### config.mk
export PLATFORM = sky130hd
export DESIGN_NAME = pcm_busy_timer
export DESIGN_NICKNAME = d
export VERILOG_FILES = /design/src/rtl/pcm_timer_pkg.sv /design/src/rtl/pcm_port_decode.sv /design/src/rtl/pcm_window_counter.sv /design/src/rtl/pcm_status_mux.sv /design/src/rtl/pcm_busy_timer.sv
export SDC_FILE = /design/constraint.sdc
export NUM_CORES = 1
export LEC_CHECK = 0
export BUFFER_PORTS_ARGS = -buffer_cell sky130_fd_sc_hd__buf_2
export CORE_MARGIN = 2
export CORE_UTILIZATION = 38
export CTS_CLUSTER_SIZE = 20
export DETAILED_ROUTE_END_ITERATION = 8
export GPL_ROUTABILITY_DRIVEN = 0
export HOLD_SLACK_MARGIN = 0.15
export MAX_ROUTING_LAYER = met4
export PLACE_DENSITY_LB_ADDON = 0.08
export SLEW_MARGIN = 10
export SYNTH_ARGS = -nofsm -noshare
export SYNTH_HDL_FRONTEND = slang
export SYNTH_SLANG_ARGS = --single-unit
### constraint.sdc
create_clock -name clk -period 1.85 [get_ports clk]
set_input_delay 0.2775 -clock clk [delete_from_list [all_inputs] [get_ports clk]]
set_output_delay 0.2775 -clock clk [all_outputs]
set_load 0.005 [all_outputs]
### src/rtl/pcm_timer_pkg.sv
package pcm_timer_pkg;
  typedef enum logic [1:0] {
    CMD_IDLE   = 2'd0,
    CMD_START  = 2'd1,
    CMD_CANCEL = 2'd2
  } snd_cmd_e;
endpackage

### src/rtl/pcm_port_decode.sv
module pcm_port_decode
  import pcm_timer_pkg::*;
#(
  parameter int ADDR_W = 16,
  parameter int DATA_W = 8,
  parameter logic [ADDR_W-1:0] PORT_ADDR = 16'h5800
) (
  input  logic              clk,
  input  logic              rst_n,
  input  logic [ADDR_W-1:0] cpu_addr,
  input  logic [DATA_W-1:0] cpu_wdata,
  input  logic              cpu_wr,
  output snd_cmd_e          cmd,
  output logic              code_valid,
  output logic [DATA_W/2-1:0] code_data
);
  localparam int NIB_W = DATA_W / 2;

  logic             hit;
  logic [NIB_W-1:0] upper;
  logic [NIB_W-1:0] lower;

  assign hit   = cpu_wr && (cpu_addr == PORT_ADDR);
  assign upper = cpu_wdata[DATA_W-1:NIB_W];
  assign lower = cpu_wdata[NIB_W-1:0];

  // Classify the write; a nonzero command nibble means start.
  always_comb begin
    cmd = CMD_IDLE;
    if (hit) cmd = (upper != '0) ? CMD_START : CMD_CANCEL;
  end

  // One-cycle code strobe toward the decoder.
  always_ff @(posedge clk) begin
    if (!rst_n) begin
      code_valid <= 1'b0;
      code_data  <= '0;
    end else begin
      code_valid <= (cmd == CMD_START);
      if (cmd == CMD_START) code_data <= lower;
    end
  end
endmodule

### src/rtl/pcm_window_counter.sv
module pcm_window_counter
  import pcm_timer_pkg::*;
#(
  parameter int WINDOW = 1014,
  parameter int CNT_W  = $clog2(WINDOW + 1)
) (
  input  logic     clk,
  input  logic     rst_n,
  input  snd_cmd_e cmd,
  input  logic     cycle_tick,
  output logic     active
);
  localparam logic [CNT_W-1:0] RELOAD = CNT_W'(WINDOW);
  localparam logic [CNT_W-1:0] LAST   = CNT_W'(1);

  logic [CNT_W-1:0] count;
  logic             step;
  logic             expire;

  assign step   = active && cycle_tick;
  assign expire = step && (count <= LAST);

  // Interval counter: never refilled by commands, only on expiry.
  always_ff @(posedge clk) begin
    if (!rst_n) begin
      count <= RELOAD;
    end else if (expire) begin
      count <= RELOAD;
    end else if (step) begin
      count <= count - LAST;
    end
  end

  // Commands take priority over expiry in the same cycle.
  always_ff @(posedge clk) begin
    if (!rst_n) begin
      active <= 1'b0;
    end else begin
      unique case (cmd)
        CMD_START:  active <= 1'b1;
        CMD_CANCEL: active <= 1'b0;
        default:    if (expire) active <= 1'b0;
      endcase
    end
  end
endmodule

### src/rtl/pcm_status_mux.sv
module pcm_status_mux #(
  parameter int ADDR_W     = 16,
  parameter int DATA_W     = 8,
  parameter int STATUS_BIT = 6,
  parameter logic [ADDR_W-1:0] PORT_ADDR = 16'h5800
) (
  input  logic [ADDR_W-1:0] cpu_addr,
  input  logic              cpu_rd,
  input  logic [DATA_W-1:0] bus_in,
  input  logic              active,
  output logic [DATA_W-1:0] rd_data
);
  logic sel;
  assign sel = cpu_rd && (cpu_addr == PORT_ADDR);

  for (genvar b = 0; b < DATA_W; b++) begin : g_bit
    if (b == STATUS_BIT) begin : g_status
      assign rd_data[b] = sel ? ~active : bus_in[b];
    end else begin : g_pass
      assign rd_data[b] = bus_in[b];
    end
  end
endmodule

### src/rtl/pcm_busy_timer.sv
module pcm_busy_timer
  import pcm_timer_pkg::*;
#(
  parameter int ADDR_W     = 16,
  parameter int DATA_W     = 8,
  parameter int WINDOW     = 1014,
  parameter int STATUS_BIT = 6,
  parameter logic [ADDR_W-1:0] PORT_ADDR = 16'h5800
) (
  input  logic                clk,
  input  logic                rst_n,
  input  logic [ADDR_W-1:0]   cpu_addr,
  input  logic [DATA_W-1:0]   cpu_wdata,
  input  logic                cpu_wr,
  input  logic                cpu_rd,
  input  logic [DATA_W-1:0]   bus_in,
  input  logic                cycle_tick,
  output logic [DATA_W-1:0]   rd_data,
  output logic                code_valid,
  output logic [DATA_W/2-1:0] code_data,
  output logic                play_active
);
  localparam int CNT_W = $clog2(WINDOW + 1);

  snd_cmd_e cmd;

  pcm_port_decode #(
    .ADDR_W(ADDR_W), .DATA_W(DATA_W), .PORT_ADDR(PORT_ADDR)
  ) u_decode (
    .clk(clk), .rst_n(rst_n), .cpu_addr(cpu_addr), .cpu_wdata(cpu_wdata),
    .cpu_wr(cpu_wr), .cmd(cmd), .code_valid(code_valid), .code_data(code_data)
  );

  pcm_window_counter #(
    .WINDOW(WINDOW), .CNT_W(CNT_W)
  ) u_window (
    .clk(clk), .rst_n(rst_n), .cmd(cmd), .cycle_tick(cycle_tick),
    .active(play_active)
  );

  pcm_status_mux #(
    .ADDR_W(ADDR_W), .DATA_W(DATA_W), .STATUS_BIT(STATUS_BIT),
    .PORT_ADDR(PORT_ADDR)
  ) u_status (
    .cpu_addr(cpu_addr), .cpu_rd(cpu_rd), .bus_in(bus_in),
    .active(play_active), .rd_data(rd_data)
  );
endmodule

Yosys cells after proc, flatten, opt, wreduce, memory -nomap -nowiden:

Cells that the tools add are included.

* $lt $le $gt $ge: 1
* bitwise logic cells: 2
* eq/ne operators: 3
* reductions and logical operators: 7
* muxes and demuxes: 5
* $add $sub $neg: 1

Operators by type and width (number)
* $eq A16 B15 Y1 const B: 1
* $le A10 B1 Y1 const B: 1
* $sub A10 B1 Y10 const B: 1
* $logic_and A1 B1 Y1: 4
* $mux W2: 2
* $reduce_bool A4 Y1: 1
* $reduce_bool A3 Y1: 1
* $eq A2 B1 Y1 const B: 1
* $eq A2 B2 Y1 const B: 1
* $mux W1: 2
* $not A1 Y1: 2
* $pmux W1 S2: 1
* $reduce_or A2 Y1: 1

* output and inout port bits: 14
* bits in registers: 16
* logic and storage cells: 23
* input bits: 37

Longest topological paths before layout:

* word-level depth: 5
* mapped depth: 6
* mapped depth without buffers: 6

Cells and area by module:

From an unflattened synthesis, not the netlist that was laid out.

* cells, all modules: 104
* area, all modules: 955.9 um^2

By module, submodules not included
* pcm_window_counter: sequential area each 220.2 um^2, area each 568.0 um^2, times used 1, cells each 62
* pcm_port_decode: sequential area each 100.1 um^2, area each 267.8 um^2, times used 1, cells each 27
* pcm_status_mux: sequential area each 0.0 um^2, area each 120.1 um^2, times used 1, cells each 15

Worst setup path after synthesis:

No wires, ideal clock.

* path type: input port to output port
* start: input cpu_addr[1]
* end: output rd_data[6]
* data required time: 1.572 ns
* slack: -0.091 ns
* arrival time: 1.663 ns
* stages on the path: 5
* buffers on the path: 1
* cells stage by stage: or4_4 or4_1 buf_2 o21ai_2 o31ai_2

* word-level cells in the longest chain between the ends: 3

RTL lines
* from (decl): RTL line pcm_busy_timer.sv:12 `input logic [ADDR_W-1:0] cpu_addr,`
* $eq A16 B15 Y1: RTL line pcm_status_mux.sv:14 `assign sel = cpu_rd && (cpu_addr == PORT_ADDR);`
* $logic_and A1 B1 Y1: RTL line pcm_status_mux.sv:14
* $mux W1: RTL line pcm_status_mux.sv:18 `assign rd_data[b] = sel ? ~active : bus_in[b];`
* to (decl): RTL line pcm_busy_timer.sv:18 `output logic [DATA_W-1:0] rd_data,`

Every way passes these cells.

Worst setup path in the final report:

* start: input cpu_addr[6]
* end: output rd_data[6]

Same word-level chain as after synthesis.

==> qor.csv <==
stage,metric,value,unit
global_routing,met1 Use GR,0.171,
synth,sequential element share of the synthesized area,0.379,
routing,Vias/cell,4.89,
synth,Synth Area in Simple Gates,0.284,
sta,Final Max Slew Viols,0,
global_routing,first-pass GRT wire length,2.95,mm
clock_tree,"Clk Latency, worst-skew pair",0.28,ns
sta,Final WS setup,-0.221,ns
floorplanning,Initial Util,0.394,
routing,drt total wl,1.72,mm
critical_path,reg2reg end,u_window.active,
sta,Tmin final,2.07,ns
routing,via count,787,
critical_path,worst r2r src,u_window.count[2],
floorplanning,die area,2620,µm²
sta,Hold Fails Final Rpt,0,
finish,Synth-to-Final Area Change,29.9,%
global_routing,initial antenna violation count,0,
min_path,Hold WC Path Type,primary input to register,
sta,clock skew,0.00251,ns
min_path,critical hold path startpoint,cpu_wdata[1],
routing,DRT iter0 DRCs,2,
global_routing,met2 Resource Use GR,0.253,
placed_design,hpwl dp,1.39,mm
min_path,hold path depth,3,
critical_path,WP data required,1.57,ns
finish,fin area,1100,µm²
floorplanning,Die X,51.2,µm
global_routing,met3 usage,0.0556,
critical_path,R2R cell count,4,
finish,"Core Util, Final",0.511,
sta,RSZ-0062 raised after global routing,yes,
critical_path,R2R Setup Slk,0.14,ns
critical_path,Buf/Inv on CP,2,
clock_tree,# clock sinks,16,
routing,DRT antenna net count,0,
synth,"EDFF count, synth",0,
routing,drc violations,0,
sta,final period utilization,1.12,
global_routing,Tot GR Track Use,0.155,
floorplanning,die height,51.2,µm
clock_tree,CTS tree,done,
sta,Slew @ Worst Pin,0.418,ns
critical_path,Worst Setup Start Kind,primary input,
critical_path,Crit path max-delay family,simple AND/OR/NAND/NOR gates,
critical_path,start point of the critical path,cpu_addr[6],
synth,adder-cell share of the synthesized area,0.0296,
routing,Routed WL per cell,10.7,µm
synth,post-synthesis async set-or-reset flop share,0,
clock_tree,Max clock buf depth,2,
sta,Finish-stage setup viols,1,
power,PwrDens,571,nW/µm²
critical_path,Crit. End Element,output port,
critical_path,crit-path cells,buf_6 > or4_4 > or4_4 > o21ai_2 > o31ai_2 > buf_2,
synth,syn nets,134,
synth,Yosys warning total,0,
routing,1st-pass router iterations,4,
synth,Syn Inst Count,95,
synth,largest family of logic cells by synthesized area,simple AND/OR/NAND/NOR gates,
global_routing,largest net degree at the start of global routing,12,
floorplanning,Core Box Area,2150,µm²
synth,Yosys reg bits,16,
placed_design,port bufs,36,
sta,hold slack final,0.236,ns
global_routing,number of global-route vias before repair,730,
sta,Max Freq,0.483,GHz
synth,"Primary FF master, synth",dfxtp_1,
power,Static Leakage,0.480,nW
clock_tree,# hold bufs at CTS,0,
global_routing,total gr overflow,0,
synth,post-synthesis compound-gate area fraction,0.133,
synth,Post-Syn Area,846,µm²
critical_path,cell mode on critical path,or4_4,
synth,post-synthesis mux area share,0.0118,
global_routing,Most Crowded Layer GR,met2,
critical_path,"Max FO, Critical Path",3,
sta,slew margin rel.,0.721,
finish,fraction of layout cells with a size suffix above 1,0.406,
finish,n_diodes,0,
run,max_cap viols,0,
placed_design,Placement Cell Area,1050,µm²
finish,fin nets,173,
floorplanning,Row Count,17,
floorplanning,num ports,51,
critical_path,CP max stage delay,0.57,ns
clock_tree,CTS H-Tree Depth,1,
sta,setup TNS,-0.221,ns
critical_path,Setup Crit Path Kind,primary input to output port,
min_path,Hold Path End,u_decode.code_data[1],
synth,Synth Area per Inst,8.90,µm²
clock_tree,CTS Root Buffer Type,clkbuf_4,
synth,distinct cell type count after synthesis,32,
clock_tree,Worst-path clk slew,0.09,ns
outcome,failing checks,setup timing,
synth,xor and xnor area share after synthesis,0.0725,
critical_path,"Arr. time, crit path",1.79,ns
clock_tree,CTS Buf Count,3,
power,Peak VDD IR,0.410,mV
outcome,status,"finished, violations left",
critical_path,"Slowest-stage cell, CP",or4_4,
==> per-layer routing <==
layer,vias up,routed length [µm]
li1,407,-
met1,355,741
met2,21,840
met3,4,115
met4,0,23
met5,-,0
==> per-stage QoR <==
stage	setup slack [ns]	power (W)	cells
final	-0.221	0.000627	161
after global routing	-0.288	0.000664	161
after CTS	-0.232	0.000634	161
after detailed placement	-0.297	0.000407	157
after global placement	-0.267	0.000406	157
after floorplan	-0.0907	0.000382	95
==> cell usage after synthesis, types with 2 or more instances <==
cell type,count,area (µm²)
a21oi_1,5,25.0
and2_1,3,18.8
buf_4,7,52.6
dfxtp_1,16,320
ha_1,2,25.0
inv_1,4,15.0
nand2_1,11,41.3
nand3_1,6,30.0
nor3_1,4,20.0
o211ai_1,3,22.5
o21ai_1,4,20.0
or3_1,2,12.5
or4_1,4,30.0
xnor2_1,3,26.3
xor2_1,4,35.0
==> timing repair <==
item | 4_1_cts | 5_1_grt
buffers inserted | 0 | 0
resized for setup | 2 | 0
pin swaps | 1 | 1
setup endpoints to repair | 1 | 4
==> worst max-delay path by stage <==
stage,to,slack [ns],depth (start not counted)
2_1_floorplan,rd_data[6],-0.09,5
3_3_place_gp,rd_data[6],-0.27,6
3_5_place_dp,rd_data[6],-0.30,6
4_1_cts,rd_data[6],-0.23,6
5_1_grt,rd_data[6],-0.29,5
6_report,rd_data[6],-0.22,6
==> cell families (layout without fill, tap and decap cells) <==
group	count (synthesis)	after routing
compound gates	17	17
xor+xnor	7	7
fa+ha+maj	2	2
buf+inv	13	51
flops	16	16
mux	1	1
simple gates	39	39
==> layout by cell type (no fill, tap or decap), types with 2 or more instances in the layout <==
master | Yosys | final
a21oi_1 | 5 | 5
and2_1 | 3 | 3
buf_2 | 1 | 35
buf_4 | 7 | 7
clkbuf_4 | 0 | 3
dfxtp_1 | 16 | 16
ha_1 | 2 | 2
inv_1 | 4 | 4
nand2_1 | 11 | 11
nand3_1 | 6 | 6
nor3_1 | 4 | 4
o211ai_1 | 3 | 3
o21ai_1 | 4 | 4
or3_1 | 2 | 2
or4_1 | 4 | 3
or4_4 | 1 | 2
xnor2_1 | 3 | 3
xor2_1 | 4 | 4
==> where the power goes <==
group	switching [W]	leakage (nW)	internal [W]
logic	0.0000230	0.329	0.0000333
registers	0.00000000128	0.129	0.000344
clock network	0.000107	0.0210	0.000120
==> state kept, by name (all words and copies together), names as in the netlist <==
register / flops
u_decode.code_data: 4
u_window.count: 10
u_window.active: 1
u_decode.code_valid: 1
==> cell type report <==
| class | instances | area (µm²) |
|---|---|---|
| Timing Repair Buffer | 43 | 239 |
| Tap cell | 28 | 35.0 |
| Sequential cell | 16 | 320 |
| Multi-Input combinational cell | 66 | 453 |
| Inverter | 4 | 15.0 |
| Fill cell | 214 | 1050 |
| Clock buffer | 4 | 36.3 |
==> worst reg2reg max path, delay by kind of cell, from the launching register on <==
family             cells  cell delay, ns
AOI/OAI and AO/OA      1            0.60
DFF                    1            0.36
muxes                  1            0.07
and+or+nand+nor        2            0.58
Note: power is estimated with default switching activity, not from simulation.
